$ cat src/rtl/dram_rfsh_pkg.sv
package dram_rfsh_pkg;

   typedef enum logic [2:0] {
      ST_BOOT,
      ST_IDLE,
      ST_ARB,
      ST_LEAD,
      ST_STROBE,
      ST_PRE,
      ST_SR_HOLD,
      ST_SR_EXIT
   } rfsh_st_t;

   function automatic int imax(input int a, input int b);
      return (a > b) ? a : b;
   endfunction

endpackage

$ cat src/rtl/rfsh_pace.sv
module rfsh_pace #(
   parameter int INIT_REFS = 8,
   parameter int IVL_CYC   = 1562,
   parameter int DEBT_MAX  = 8
) (
   input  logic clk,
   input  logic rst_n,
   input  logic cyc_done,
   input  logic sr_exit,
   output logic init_done,
   output logic owed
);
   localparam int IVL_W  = $clog2(IVL_CYC + 1);
   localparam int DEBT_W = $clog2(DEBT_MAX + 1);
   localparam int INIT_W = $clog2(INIT_REFS + 1);
   localparam logic [IVL_W-1:0]  IVL_LD   = IVL_W'(IVL_CYC - 1);
   localparam logic [DEBT_W-1:0] DEBT_TOP = DEBT_W'(DEBT_MAX);

   logic [IVL_W-1:0]  ivl_q;
   logic [DEBT_W-1:0] debt_q;
   logic [INIT_W-1:0] init_q;
   logic              tick;
   logic              paid;

   assign init_done = (init_q == '0);
   assign tick      = init_done && (ivl_q == '0);
   assign paid      = cyc_done && init_done;
   assign owed      = !init_done || (debt_q != '0);

   always_ff @(posedge clk or negedge rst_n) begin
      if (!rst_n) begin
         init_q <= INIT_W'(INIT_REFS);
         ivl_q  <= IVL_LD;
         debt_q <= '0;
      end else begin
         if (cyc_done && !init_done)
            init_q <= init_q - 1'b1;
         if (init_done)
            ivl_q <= (ivl_q == '0) ? IVL_LD : ivl_q - 1'b1;
         if (sr_exit)
            debt_q <= '0;
         else if (tick && !paid) begin
            if (debt_q != DEBT_TOP)
               debt_q <= debt_q + 1'b1;
         end else if (!tick && paid)
            debt_q <= debt_q - 1'b1;
      end
   end
endmodule

$ cat src/rtl/rfsh_rowgen.sv
module rfsh_rowgen #(
   parameter int ROW_W  = 11,
   parameter bit ENABLE = 1'b0
) (
   input  logic             clk,
   input  logic             rst_n,
   input  logic             step,
   output logic [ROW_W-1:0] row
);
   generate
      if (ENABLE) begin : g_cnt
         logic [ROW_W-1:0] row_q;
         always_ff @(posedge clk or negedge rst_n) begin
            if (!rst_n)
               row_q <= '0;
            else if (step)
               row_q <= row_q + 1'b1;
         end
         assign row = row_q;
      end else begin : g_none
         logic unused_step;
         assign unused_step = step;
         assign row = '0;
      end
   endgenerate
endmodule

$ cat src/rtl/dram_rfsh_sched.sv
module dram_rfsh_sched
   import dram_rfsh_pkg::*;
#(
   parameter bit RAS_ONLY      = 1'b0,
   parameter int ROW_W         = 11,
   parameter int CLK_MHZ       = 100,
   parameter int STARTUP_US    = 200,
   parameter int REF_PERIOD_US = 32000,
   parameter int INIT_REFS     = 8,
   parameter int DEBT_MAX      = 8,
   parameter int CSR_CYC       = 1,
   parameter int CHR_CYC       = 2,
   parameter int RAS_CYC       = 6,
   parameter int RP_CYC        = 5,
   parameter int RASS_CYC      = 10000,
   parameter int RPS_CYC       = 13
) (
   input  logic             clk,
   input  logic             rst_n,
   input  logic             ref_gnt,
   input  logic             sr_req,
   output logic             ref_req,
   output logic             init_done,
   output logic             sr_active,
   output logic             ras_n,
   output logic             cas_n,
   output logic             we_n,
   output logic [ROW_W-1:0] addr
);
   localparam int STARTUP_CYC = STARTUP_US * CLK_MHZ;
   localparam int IVL_CYC     = (REF_PERIOD_US * CLK_MHZ) / (1 << ROW_W);
   localparam int TMAX        = imax(imax(STARTUP_CYC, RASS_CYC),
                                     imax(imax(RAS_CYC, RP_CYC), imax(CSR_CYC, RPS_CYC)));
   localparam int TMR_W       = $clog2(TMAX + 1);
   localparam logic [TMR_W-1:0] CAS_KEEP = TMR_W'(RAS_CYC - CHR_CYC);

   initial begin
      if (RAS_CYC <= CHR_CYC || CSR_CYC < 1 || RP_CYC < 1 || RPS_CYC < 1 ||
          RASS_CYC < 1 || STARTUP_CYC < 1 || IVL_CYC < 2 || DEBT_MAX < 1 ||
          INIT_REFS < 1 || ROW_W < 1)
         $fatal(1, "dram_rfsh_sched: inconsistent timing parameters");
   end

   rfsh_st_t         state;
   logic [TMR_W-1:0] tmr;
   logic             sr_kind;
   logic             owed;
   logic             cyc_done;
   logic             sr_exit;
   logic             row_step;
   logic [ROW_W-1:0] row;

   assign cyc_done = (state == ST_PRE) && (tmr == '0);
   assign sr_exit  = (state == ST_SR_EXIT) && (tmr == '0);
   assign row_step = (state == ST_STROBE) && (tmr == '0);

   rfsh_pace #(
      .INIT_REFS (INIT_REFS),
      .IVL_CYC   (IVL_CYC),
      .DEBT_MAX  (DEBT_MAX)
   ) pace_i (
      .clk       (clk),
      .rst_n     (rst_n),
      .cyc_done  (cyc_done),
      .sr_exit   (sr_exit),
      .init_done (init_done),
      .owed      (owed)
   );

   rfsh_rowgen #(
      .ROW_W  (ROW_W),
      .ENABLE (RAS_ONLY)
   ) rowgen_i (
      .clk   (clk),
      .rst_n (rst_n),
      .step  (row_step),
      .row   (row)
   );

   always_ff @(posedge clk or negedge rst_n) begin
      if (!rst_n) begin
         state   <= ST_BOOT;
         tmr     <= TMR_W'(STARTUP_CYC - 1);
         sr_kind <= 1'b0;
      end else begin
         case (state)
            ST_BOOT:
               if (tmr == '0) state <= ST_IDLE;
               else           tmr   <= tmr - 1'b1;
            ST_IDLE:
               if (owed) begin
                  state   <= ST_ARB;
                  sr_kind <= 1'b0;
               end else if (sr_req && init_done) begin
                  state   <= ST_ARB;
                  sr_kind <= 1'b1;
               end
            ST_ARB:
               if (ref_gnt) begin
                  if (sr_kind || !RAS_ONLY) begin
                     state <= ST_LEAD;
                     tmr   <= TMR_W'(CSR_CYC - 1);
                  end else begin
                     state <= ST_STROBE;
                     tmr   <= TMR_W'(RAS_CYC - 1);
                  end
               end
            ST_LEAD:
               if (tmr != '0)
                  tmr <= tmr - 1'b1;
               else if (sr_kind) begin
                  state <= ST_SR_HOLD;
                  tmr   <= TMR_W'(RASS_CYC - 1);
               end else begin
                  state <= ST_STROBE;
                  tmr   <= TMR_W'(RAS_CYC - 1);
               end
            ST_STROBE:
               if (tmr != '0) tmr <= tmr - 1'b1;
               else begin
                  state <= ST_PRE;
                  tmr   <= TMR_W'(RP_CYC - 1);
               end
            ST_PRE:
               if (tmr != '0) tmr   <= tmr - 1'b1;
               else           state <= ST_IDLE;
            ST_SR_HOLD:
               if (tmr != '0) tmr <= tmr - 1'b1;
               else if (!sr_req) begin
                  state <= ST_SR_EXIT;
                  tmr   <= TMR_W'(RPS_CYC - 1);
               end
            ST_SR_EXIT:
               if (tmr != '0) tmr   <= tmr - 1'b1;
               else           state <= ST_IDLE;
            default: state <= ST_IDLE;
         endcase
      end
   end

   logic strobe_cas;
   generate
      if (RAS_ONLY) begin : g_rasonly
         assign strobe_cas = 1'b0;
         assign addr       = (state == ST_STROBE) ? row : '0;
      end else begin : g_cbr
         assign strobe_cas = (state == ST_STROBE) && (tmr >= CAS_KEEP);
         assign addr       = row;
      end
   endgenerate

   assign ref_req   = (state == ST_ARB);
   assign sr_active = (state == ST_SR_HOLD);
   assign ras_n     = !((state == ST_STROBE) || (state == ST_SR_HOLD));
   assign cas_n     = !((state == ST_LEAD) || (state == ST_SR_HOLD) || strobe_cas);
   assign we_n      = 1'b1;
endmodule

$ cat config.mk
export PLATFORM = sky130hd
export DESIGN_NAME = dram_rfsh_sched
export DESIGN_NICKNAME = d
export VERILOG_FILES = /design/src/rtl/dram_rfsh_pkg.sv /design/src/rtl/rfsh_pace.sv /design/src/rtl/rfsh_rowgen.sv /design/src/rtl/dram_rfsh_sched.sv
export SDC_FILE = /design/constraint.sdc
export NUM_CORES = 1
export LEC_CHECK = 0
export ABC_AREA = 0
export ABC_CLOCK_PERIOD_IN_PS = 9700
export BUFFER_PORTS_ARGS = -buffer_cell sky130_fd_sc_hd__buf_2
export CORE_UTILIZATION = 40
export CTS_CLUSTER_SIZE = 12
export DETAILED_ROUTE_END_ITERATION = 8
export GPL_ROUTABILITY_DRIVEN = 0
export SYNTH_ARGS = -nofsm -noshare
export SYNTH_HDL_FRONTEND = slang
export SYNTH_SLANG_ARGS = --single-unit
$ cat constraint.sdc
create_clock -name clk -period 9.7 [get_ports clk]
set_input_delay 0.485 -clock clk [delete_from_list [all_inputs] [get_ports clk]]
set_output_delay 0.485 -clock clk [all_outputs]
set_load 0.1 [all_outputs]
==> implementation parameters <==
Parameter                              Value

STA
  Final worst hold slack ... 0.284 ns
  Final worst clock skew ... roughly 0.0065 ns
  Highest clock rate ... about 0.28 GHz
  Relative slew margins ... 41.0%
  Measured slew at the worst slew-check pin ... ~0.87 ns
  RSZ-0062 raised after global routing ... false
  Number of setup violations in the final report ... 0
  Final Cycle Share ... between 30 and 40%
  Final period demand of the worst path ... around 3.5 ns
  Setup_tns ... 0 ns
  Hold Fails Final Rpt ... 0
  Pins over their slew limit ... 0

Clocking
  Hold-fix buffers, CTS ... 0
  CTS tree ... built
  Worst-path clk slew ... around 0.08 ns
  Worst skew pair latency ... ~0.3 ns
  Number of buffers between clock root and the deepest sink ... 2
  Clk sinks ... 38
  Root cell of the clock tree ... clkbuf_8
  CTS buffer count ... 5
  H-tree Lvls ... 2
  Post-CTS repair timing setup buffer count ... 0
  Number of cells upsized or downsized after cts ... 0

Outcome
  Status ... completed

Setup path
  Worst endpoint data arrival time ... about 3.7 ns
  Cell repeated most along the worst path ... inv_1
  Required time worst endpoint ... around 9.9 ns
  Kind of start point of the critical path ... flip-flop
  Crit path largest cell delay ... approximately 0.73 ns
  Endpoint kind of the worst setup timing path ... flip-flop
  Critical-path cell with the highest stage delay ... nor4b_1
  Maximum fanout encountered on the critical timing path ... 8
  Critical path start-end classification ... flip-flop to flip-flop
  Crit path cell chain ... inv_1, ha_1, nor4b_1, nand4_1, inv_1, ha_1, inv_1, ha_1, inv_1, o21a_1, o311ai_0, a211oi_1
  Flop-to-flop setup slack ... 6.17 ns

Final layout
  Area taken by flip-flops and latches ... just under 1000 sq um
  Diodes inserted ... 0
  Growth of design area from synthesis to finish ... 6.53%
  Layout cells sized above 1 ... approximately 14%
  Fill cell count ... just under 600
  Final-stage net count ... between 300 and 400
  Combined area of the multi-input logic cells ... between 1000 and 1500 sq um
  Commonest non-fill, non-tap cells in the layout ... 27 x nand2_1, 25 x nor2_1, 23 x dfrtp_1, 17 x inv_1, 17 x a21oi_1
  Post-Layout Cell Count ... around 380
  Most common cell after layout, fill and taps aside ... nand2_1

Hold path
  Hold crit path type ... input pin to asynchronous set/reset pin

Global route
  Met3 demand-to-capacity share in global routing ... 4.18%
  First-pass GRT wire length ... about 9.3 mm
  Busiest metal layer after global routing ... met2
  GRT Total Usage ... 18.2%
  Number of global-route vias before repair ... 1923
  Global-route congestion overflow total ... 0
  Met2 global-route usage ... between 20% and 30%
  Number of antenna violations at the first check in global routing ... 0
  Largest net degree at the start of global routing ... 39
  Met1 track utilization from global routing ... about a quarter

Yosys
  Top cells by area in the synthesized netlist ... dfrtp_1 22%, dfstp_2 15%, nand2_1 3.9%
  Cell taking the most area after synthesis ... dfrtp_1
  Post-Syn Area ... 2590 sq um
  Post-Synthesis Mean Instance Area ... 8.62 sq um
  Post-synthesis adder-cell area fraction ... a little under 4%
  Portion of netlist area occupied by mux cells ... 2.03%
  Number of cells produced by synthesis ... 300
  XOR/XNOR Fraction of Synth Area ... around 3.4%
  Largest family of logic cells by synthesized area ... simple AND/OR/NAND/NOR gates
  Fraction of the mapped netlist area in compound gates ... 17.2%
  Area fraction in and, or, nand and nor cells after synthesis ... between 20% and 30%
  Area fraction of the dominant cell type after synthesis ... around 22%
  Top flip-flop cell by instance count after synthesis ... dfrtp_1
  Number of warnings issued by yosys ... 0
  Share of synthesized flip-flops with an asynchronous set or reset ... between 90% and 100%
  Sequential share of the synthesized area ... between 30 and 40%
  Synth Register Bits ... 38
  Number of enable flip-flop cells after synthesis ... 0
  Count of cell types in the netlist ... 57

Place
  PortBufs ... 8
  Number of cells after detailed placement ... 373
  Post-DP HPWL ... 3.85 mm

Pwr
  Sequential group share of total power ... between 40% and 50%
  Switching fraction of total power ... a little over a quarter
  Clock power frac ... around two fifths
  Static power due to leakage ... about 0.0011 uW
  VDD IR max ... about 0.07 mV
  Power per cell area ... approximately 120 nW/um^2
  Switching component of the power ... between 80 and 90 uW
  Pint ... 237 uW
  Combinational share of power ... under 10%

Floorplanning
  Width of the die ... approximately 80 um
  Count of pins on the block boundary ... 21
  Die area ... about 6800 sq um
  Number of placement rows ... 28
  Initial Util ... a little over two fifths
  Vertical extent of the die ... approximately 82 um
  Floorplan core area ... 6100 sq um

Drt
  Routed via count divided by cell count ... 5.67
  First DRT Iteration DRCs ... 170
  Detailed-router iteration count before antenna repair ... 5
  Detailed-route via count ... roughly 2200
  ANT nets after route ... 0
  Total wire length after detailed routing ... 5.44 mm
  Drt wl/cell ... roughly 14 um
  Post-route DRC ... 0

Flow run
  Max cap viols ... 0
worst max-delay path: cells and delay by family (launching register included):
kind | cells | cell delay (ns)
AO/OA/AOI/OAI | 3 | 0.61
adder cells (fa/ha/maj) | 3 | 0.72
buffers and inverters | 4 | 0.51
flip-flops | 1 | 0.41
AND/OR/NAND/NOR | 2 | 1.13
worst paths after layout:
check	startpoint	end	cells after the start
min reg2reg	pace_i.init_q[0]	pace_i.init_q[0]	1
max reg2reg	pace_i.init_q[0]	pace_i.debt_q[3]	12
min	rst_n	pace_i.ivl_q[6]	1
max	pace_i.init_q[0]	pace_i.debt_q[3]	12
min in group clk	pace_i.init_q[0]	pace_i.init_q[0]	1
max in group asynchronous	rst_n	tmr[8]	1
synthesized netlist by cell type (3+ instances only):
library cell,count
clkbuf_1,6
or4_1,6
inv_1,17
mux2i_1,3
o21ai_0,12
nand4_1,10
dfstp_2,15
ha_1,8
xor2_1,5
o31ai_1,6
nor3b_1,4
nand2_1,27
buf_4,12
nand2b_1,4
nor3_1,12
o211ai_1,4
nor2b_1,6
nor2_1,25
a21oi_1,17
buf_2,3
nand3_1,12
or3_1,6
xnor2_1,5
dfrtp_1,23
a31oi_1,7
area by class of cell:
class                      count  share of cell area (%)
timing repair buffer          10                    2.00
clock buffer                   5                    2.50
clock inverter                 3                    1.63
multi-input combinational    232                    52.8
inverter                      18                    2.45
sequential                    38                    35.2
tap                           75                    3.40
power groups by stage:
stage | clock network (uW) | registers [uW] | logic [uW]
finish | 135 | 160 | 26.8
global route | 147 | 160 | 28.4
CTS | 139 | 160 | 27.0
detailed placement | 0 | 163 | 27.0
global placement | 0 | 163 | 26.9
floorplan | 0 | 163 | 26.2
kinds of logic (layout without fill, tap and decap cells):
| kind of cell | Yosys count | count (layout) |
|---|---|---|
| simple gates | 130 | 130 |
| compound gates | 67 | 67 |
| buf+inv | 40 | 36 |
| flops | 38 | 38 |
| xor+xnor | 10 | 10 |
| fa+ha+maj | 8 | 8 |
| mux | 5 | 5 |
| other cells | 2 | 12 |
metal layers:
layer  share of wire (%)  up-vias  wire, um
met5                   0        -         0
met4                0.97        0        53
met3                 4.1        5       221
met2                  44       51      2400
met1                  51     1015      2770
li1                    -     1089         -
metrics by stage:
| stage | instance area, sq um | total power, uW | utilization [%] | setup WS [ns] |
|---|---|---|---|---|
| 2_1_floorplan | 2630 | 189 | - | 4.80 |
| 3_3_place_gp | 2640 | 190 | 43.3 | 6.37 |
| 3_5_place_dp | 2640 | 190 | 43.3 | 6.21 |
| 4_1_cts | 2760 | 326 | 45.2 | 6.13 |
| 5_1_grt | 2760 | 335 | 45.2 | 5.78 |
| 6_report | 2760 | 322 | 45.2 | 6.17 |
state kept, by name (all words and copies together), names as in the netlist:
name,cells
tmr,15
pace_i.init_q,4
pace_i.debt_q,4
state,3
pace_i.ivl_q,11
sr_kind,1
Power figures use the tool's default switching activity.
